$ cat src/rtl/rxbm_pkg.sv
package rxbm_pkg;
    parameter int ID_W    = 5;
    parameter int SIZE_W  = 7;
    parameter int EP_W    = 4;
    parameter int QDEPTH  = 4;
    parameter int CNT_W   = $clog2(QDEPTH + 1);
    parameter int DESC_W  = 32;

    // Descriptor bit positions seen by software
    parameter int POS_ID    = 0;
    parameter int POS_SIZE  = 8;
    parameter int POS_SETUP = 19;
    parameter int POS_EP    = 20;

    typedef struct packed {
        logic              setup;
        logic [EP_W-1:0]   ep;
        logic [SIZE_W-1:0] size;
        logic [ID_W-1:0]   id;
    } rx_desc_t;

    typedef enum logic {
        ST_IDLE = 1'b0,
        ST_RECV = 1'b1
    } ctl_state_e;

    function automatic logic [DESC_W-1:0] pack_desc(input rx_desc_t d);
        logic [DESC_W-1:0] w;
        w = '0;
        w[POS_ID    +: ID_W]   = d.id;
        w[POS_SIZE  +: SIZE_W] = d.size;
        w[POS_SETUP]           = d.setup;
        w[POS_EP    +: EP_W]   = d.ep;
        return w;
    endfunction
endpackage

$ cat src/rtl/rxbm_queue.sv
module rxbm_queue #(
    parameter int W     = 8,
    parameter int DEPTH = 4,
    localparam int PW   = $clog2(DEPTH),
    localparam int CW   = $clog2(DEPTH + 1)
) (
    input  logic          clk,
    input  logic          rst_n,
    input  logic          push,
    input  logic [W-1:0]  din,
    input  logic          pop,
    output logic [W-1:0]  dout,
    output logic [CW-1:0] count,
    output logic          full,
    output logic          empty
);
    logic [W-1:0]  mem [DEPTH];
    logic [PW-1:0] wr_ptr, rd_ptr;
    logic          do_push, do_pop;

    assign full    = (count == CW'(DEPTH));
    assign empty   = (count == '0);
    assign do_push = push && !full;
    assign do_pop  = pop && !empty;
    assign dout    = mem[rd_ptr];

    function automatic logic [PW-1:0] bump(input logic [PW-1:0] p);
        return (p == PW'(DEPTH - 1)) ? '0 : p + PW'(1);
    endfunction

    always_ff @(posedge clk or negedge rst_n) begin
        if (!rst_n) begin
            wr_ptr <= '0;
            rd_ptr <= '0;
            count  <= '0;
        end else begin
            if (do_push) wr_ptr <= bump(wr_ptr);
            if (do_pop)  rd_ptr <= bump(rd_ptr);
            unique case ({do_push, do_pop})
                2'b10:   count <= count + CW'(1);
                2'b01:   count <= count - CW'(1);
                default: count <= count;
            endcase
        end
    end

    for (genvar i = 0; i < DEPTH; i++) begin : g_slot
        always_ff @(posedge clk or negedge rst_n) begin
            if (!rst_n)
                mem[i] <= '0;
            else if (do_push && wr_ptr == PW'(i))
                mem[i] <= din;
        end
    end

    a_r2_depth_bound: assert property (@(posedge clk) disable iff (!rst_n)
        count <= CW'(DEPTH));
    a_r3_full_push_dropped: assert property (@(posedge clk) disable iff (!rst_n)
        (push && full && !pop) |=> (count == CW'(DEPTH)));
    a_r8_pop_decrements: assert property (@(posedge clk) disable iff (!rst_n)
        (pop && !empty && !push) |=> (count == $past(count) - CW'(1)));
    a_r10_same_depth: assert property (@(posedge clk) disable iff (!rst_n)
        (push && pop && !empty && !full) |=> $stable(count));
endmodule

$ cat src/rtl/rxbm_ctl.sv
module rxbm_ctl
    import rxbm_pkg::*;
(
    input  logic clk,
    input  logic rst_n,
    input  logic pkt_start,
    input  logic pkt_done,
    input  logic pkt_err,
    input  logic av_empty,
    input  logic rxq_full,
    output logic pkt_nack,
    output logic ev_av_empty,
    output logic ev_rxq_full,
    output logic ev_pkt_received,
    output logic av_pop,
    output logic rxq_push
);
    ctl_state_e state, state_nxt;

    always_ff @(posedge clk or negedge rst_n) begin
        if (!rst_n) state <= ST_IDLE;
        else        state <= state_nxt;
    end

    always_comb begin
        state_nxt       = state;
        pkt_nack        = 1'b0;
        ev_av_empty     = 1'b0;
        ev_rxq_full     = 1'b0;
        ev_pkt_received = 1'b0;
        av_pop          = 1'b0;
        rxq_push        = 1'b0;
        unique case (state)
            ST_IDLE: begin
                if (pkt_start) begin
                    if (av_empty || rxq_full) begin
                        pkt_nack    = 1'b1;
                        ev_av_empty = av_empty;
                        ev_rxq_full = rxq_full;
                    end else begin
                        state_nxt = ST_RECV;
                    end
                end
            end
            ST_RECV: begin
                if (pkt_err) begin
                    state_nxt = ST_IDLE;
                end else if (pkt_done) begin
                    av_pop          = 1'b1;
                    rxq_push        = 1'b1;
                    ev_pkt_received = 1'b1;
                    state_nxt       = ST_IDLE;
                end
            end
            default: state_nxt = ST_IDLE;
        endcase
    end

    a_r4_empty_no_recv: assert property (@(posedge clk) disable iff (!rst_n)
        (state == ST_IDLE && pkt_start && av_empty) |=> (state == ST_IDLE));
    a_r5_full_nack: assert property (@(posedge clk) disable iff (!rst_n)
        (state == ST_IDLE && pkt_start && rxq_full) |-> (pkt_nack && ev_rxq_full));
    a_r6_pop_with_push: assert property (@(posedge clk) disable iff (!rst_n)
        av_pop |-> (rxq_push && !av_empty && !rxq_full));
    a_r9_err_keeps_id: assert property (@(posedge clk) disable iff (!rst_n)
        (state == ST_RECV && pkt_err) |-> (!av_pop && !rxq_push));
endmodule

$ cat src/rtl/rx_buf_mgr.sv
module rx_buf_mgr
    import rxbm_pkg::*;
(
    input  logic              clk,
    input  logic              rst_n,
    input  logic              av_wr,
    input  logic [ID_W-1:0]   av_wr_id,
    input  logic              rxq_rd,
    output logic [DESC_W-1:0] rxq_desc,
    input  logic              pkt_start,
    output logic              pkt_nack,
    output logic [ID_W-1:0]   pkt_buf_id,
    input  logic              pkt_done,
    input  logic              pkt_err,
    input  logic              pkt_setup,
    input  logic [EP_W-1:0]   pkt_ep,
    input  logic [SIZE_W-1:0] pkt_size,
    output logic [CNT_W-1:0]  av_depth,
    output logic              av_full,
    output logic [CNT_W-1:0]  rxq_depth,
    output logic              rxq_empty,
    output logic              ev_av_overflow,
    output logic              ev_av_empty,
    output logic              ev_rxq_full,
    output logic              ev_pkt_received
);
    logic     av_pop, av_empty_w, rxq_push, rxq_full_w;
    rx_desc_t new_desc, head_desc;

    rxbm_queue #(.W(ID_W), .DEPTH(QDEPTH)) u_avq (
        .clk   (clk),
        .rst_n (rst_n),
        .push  (av_wr),
        .din   (av_wr_id),
        .pop   (av_pop),
        .dout  (pkt_buf_id),
        .count (av_depth),
        .full  (av_full),
        .empty (av_empty_w)
    );

    always_comb begin
        new_desc.id    = pkt_buf_id;
        new_desc.size  = pkt_size;
        new_desc.setup = pkt_setup;
        new_desc.ep    = pkt_ep;
    end

    rxbm_queue #(.W($bits(rx_desc_t)), .DEPTH(QDEPTH)) u_rxq (
        .clk   (clk),
        .rst_n (rst_n),
        .push  (rxq_push),
        .din   (new_desc),
        .pop   (rxq_rd),
        .dout  (head_desc),
        .count (rxq_depth),
        .full  (rxq_full_w),
        .empty (rxq_empty)
    );

    rxbm_ctl u_ctl (
        .clk             (clk),
        .rst_n           (rst_n),
        .pkt_start       (pkt_start),
        .pkt_done        (pkt_done),
        .pkt_err         (pkt_err),
        .av_empty        (av_empty_w),
        .rxq_full        (rxq_full_w),
        .pkt_nack        (pkt_nack),
        .ev_av_empty     (ev_av_empty),
        .ev_rxq_full     (ev_rxq_full),
        .ev_pkt_received (ev_pkt_received),
        .av_pop          (av_pop),
        .rxq_push        (rxq_push)
    );

    assign ev_av_overflow = av_wr && av_full;
    assign rxq_desc       = rxq_empty ? '0 : pack_desc(head_desc);

    a_r8_empty_desc_zero: assert property (@(posedge clk) disable iff (!rst_n)
        rxq_empty |-> (rxq_desc == '0));
    a_r6_event_grows_rxq: assert property (@(posedge clk) disable iff (!rst_n)
        (ev_pkt_received && !rxq_rd) |=> (rxq_depth == $past(rxq_depth) + CNT_W'(1)));
endmodule

$ cat config.mk
export PLATFORM = sky130hd
export DESIGN_NAME = rx_buf_mgr
export DESIGN_NICKNAME = d
export VERILOG_FILES = /design/src/rtl/rxbm_pkg.sv /design/src/rtl/rxbm_queue.sv /design/src/rtl/rxbm_ctl.sv /design/src/rtl/rx_buf_mgr.sv
export SDC_FILE = /design/constraint.sdc
export NUM_CORES = 1
export LEC_CHECK = 0
export ABC_CLOCK_PERIOD_IN_PS = 2500
export BUFFER_PORTS_ARGS = -buffer_cell sky130_fd_sc_hd__buf_2
export CAP_MARGIN = 40
export CELL_PAD_IN_SITES_DETAIL_PLACEMENT = 1
export CELL_PAD_IN_SITES_GLOBAL_PLACEMENT = 1
export CORE_MARGIN = 2
export CORE_UTILIZATION = 48
export DETAILED_ROUTE_END_ITERATION = 8
export PLACE_DENSITY_LB_ADDON = 0.1
export SLEW_MARGIN = 20
export SYNTH_ARGS = -nofsm -noshare
export SYNTH_HDL_FRONTEND = slang
export SYNTH_HIERARCHICAL = 1
export SYNTH_SLANG_ARGS = --single-unit
$ cat constraint.sdc
create_clock -name clk -period 2.5 [get_ports clk]
set_input_delay 0.5 -clock clk [delete_from_list [all_inputs] [get_ports clk]]
set_output_delay 0.5 -clock clk [all_outputs]
set_load 0.05 [all_outputs]
==> results.toml <==
[status]
status = "finished, final reports clean"

[power]
max-vdd-ir-drop_mv = 0.8478
finalPower_mw = 8.649
powerDensity_nw_per_um2 = 1464
p_leak_nw = 2.805

[clock_tree]
ctsResizeCount = 0
cts_max_level = 3
numCtsBuffers = 9
cts_root_buf = "clkbuf_8"
path_clk_slew_ps = 90
cts.path.max_buffers = 2
insertion_delay_ps = 370
tritoncts = "yes"
cts.sinks = 103

[critical_path]
cp.required_ps = 2000
worstPathArrival_ps = 1880
worst_path_max_delay_cell = "mux4_2"
max_stage_delay_ps = 640
cp_cell_sequence = "mux4_2 -> buf_2"
end_kind = "output pin"
critPathKind = "register to output pin"
cp-start-kind = "register"
critical_path.max_fanout = 8

[drt]
vias = 2879
wl_microns = 9688
drtAntennaViolNets = 0
firstDrtPassIters = 4
vias_per_cell = 5.178
drt_iter0_markers = 83
drc = 0
wl_per_cell_microns = 17.42

[die]
io_pins = 74
die_h_microns = 108.1
die_w_microns = 108.1
start_util = 0.4990
die_area_sq_um = 11680
core_area_sq_um = 10420
row_count = 37

[sta]
final_max_slew_viol_count = 0
fin_skew_ps = 8.679
min_period_ps = 2376
rsz0062_at_grt = "false"
clock.fmax_ghz = 0.4209
whs_ps = 334.8
finalSetupViolCount = 0
fin_crit_sh = 0.9504
hold_viol = 0

[place]
hpwl_microns = 6918
place_inst = 539
placedInstanceArea_sq_um = 5677
io_buffers = 58
globalplace.congestion = 0.7281

[layout]
syn_to_final_growth_pct = 13.70
fill_cells = 1032
post-route-util = 0.5673
drive_above_1_share = 0.5429
stdcell_area_sq_um = 5909
fin_cells = 556
fin_nets = 453
antenna_cells = 0

[synthesis]
synth_area_leader_cell = "dfrtp_1"
synth_top_area_share = 0.4959
synth_seq_cells = 103
avgSynthCellArea_sq_um = 15.24
synth_area_sq_um = 5197
ys_types = 27
synth.area.top_cells = "dfrtp_1 (50%), mux2_2 (12%), mux2_4 (12%)"
ys_seq_area_frac = 0.4959
yosysWarnings = 6
netlist_instances = 341

[global_route]
overflow = 0
busiest_layer = "met2"
grt_pass1_vias = 3104
met3_usage = 0.05666
antenna_found_initial = 0
grt_use_met1 = 0.2305
met2_usage = 0.3185
grt_pass1_wl_microns = 16220
grt_usage = 0.1849
grt_start_max_net_pins = 70

[min_path]
min_path_type = "input pin to register"

[job]
drv_cap = 0
## through the flow
step                      setup TNS, ps  setup slack, ps
after detailed placement              0            302.8
after global routing                  0            15.49
after global placement                0            339.4
final                                 0            124.1
after floorplan                  -109.5           -72.70
after CTS                             0            86.93
## Yosys cell counts (all sizes together)
| library cell | number |
|---|---|
| dfrtp | 103 |
| mux2 | 96 |
| buf | 26 |
| mux4 | 22 |
| nor2 | 17 |
| inv | 15 |
| ha | 12 |
| nor2b | 10 |
| nand2 | 8 |
| and2b | 7 |
| nand2b | 6 |
| xor2 | 4 |
| fa | 2 |
| mux2i | 2 |
| nor3 | 2 |
| nor3b | 2 |
| xnor2 | 2 |
| a21oi | 1 |
| and2 | 1 |
| clkbuf | 1 |
| conb | 1 |
| o32ai | 1 |
## cell usage in the layout, fill, tap and decap left out
cell type      instances
and2b_2                7
xor2_1                 4
o32ai_2                1
nand2b_2               1
conb_1                15
mux4_2                22
nor2_4                 4
mux2_4                40
buf_2                 57
clkbuf_8              10
nor3_4                 1
dlygate4sd3_1          1
clkbuf_1               1
nor3b_4                2
nor2b_1               10
xnor2_1                2
buf_4                 16
dfrtp_2                3
clkinvlp_4             1
buf_12                 2
clkinv_2               1
ha_1                  12
mux2i_1                2
nand2b_1               5
and2_1                 1
nor2_1                13
inv_1                 15
nand2_1                8
nor3_1                 1
dfrtp_1              100
a21oi_2                1
clkinv_4               1
bufinv_16              2
fa_1                   2
mux2_2                56
## critical path: cells and delay by family, from the launching register on
kind	cells	cell delay (ps)
flip-flops	1	630
buffers and inverters	1	250
multiplexers	1	640
## path summary, 6_finish.rpt
kind,startpoint,to,slack [ps],cells past startpoint
worst max-delay path,u_avq/rd_ptr[0]$_DFFE_PN0P_,pkt_buf_id[2],120,2
worst min-delay path,pkt_done,u_ctl/state$_DFF_PN0_,330,2
worst max register to register,u_avq/count[0]$_DFFE_PN0P_,u_avq/count[2]$_DFFE_PN0P_,360,8
worst min register to register,u_avq/mem[16]$_DFFE_PN0P_,u_avq/mem[16]$_DFFE_PN0P_,510,1
max in group asynchronous,rst_n,u_avq/mem[7]$_DFFE_PN0P_,1450,3
min in group asynchronous,rst_n,u_rxq/mem[65]$_DFFE_PN0P_,460,2
## per-layer routing
metal  part of all wire  vias up
met5                  0        -
met4              0.010        0
met3              0.039        7
met2               0.52       50
met1               0.43     1515
li1                   -     1307
## registers in the layout (all words and copies together) (netlist names)
signal	cells
u_ctl/state	1
u_rxq/rd_ptr	2
u_avq/count	3
u_rxq/mem	68
u_avq/rd_ptr	2
u_rxq/count	3
u_avq/mem	20
u_avq/wr_ptr	2
u_rxq/wr_ptr	2
## cell type report
class                   instances  area [sq um]  area share
inverters                      15         56.30    0.009528
repair buffers                 76         455.4     0.07707
multi-input cells             210          2424      0.4101
clock inverters                 5         81.33     0.01376
well taps                     136         170.2     0.02880
flip-flops and latches        103          2581      0.4368
clock buffers                  11         141.4     0.02393
## cells by family after synthesis
logic type | share of synthesized area
other cells | 0.0007215
simple gates | 0.06572
xor+xnor | 0.01011
flops | 0.4959
buf+inv | 0.05079
mux | 0.3361
fa+ha+maj | 0.03659
compound gates | 0.004092
## repair_timing
item / CTS / global route
endpoints found under the hold margin: 2 / 0
buffers inserted: 0 / 0
hold buffers: 1 / 0
## report_power, final
part | leakage [nW] | switching [mW] | internal, mW | total (mW)
Combinational | 1.41 | 2.58 | 1.97 | 4.56
Clock | 0.110 | 0.551 | 0.592 | 1.14
Sequential | 1.29 | 0.528 | 2.42 | 2.95
(Power assumes the default switching activity.)
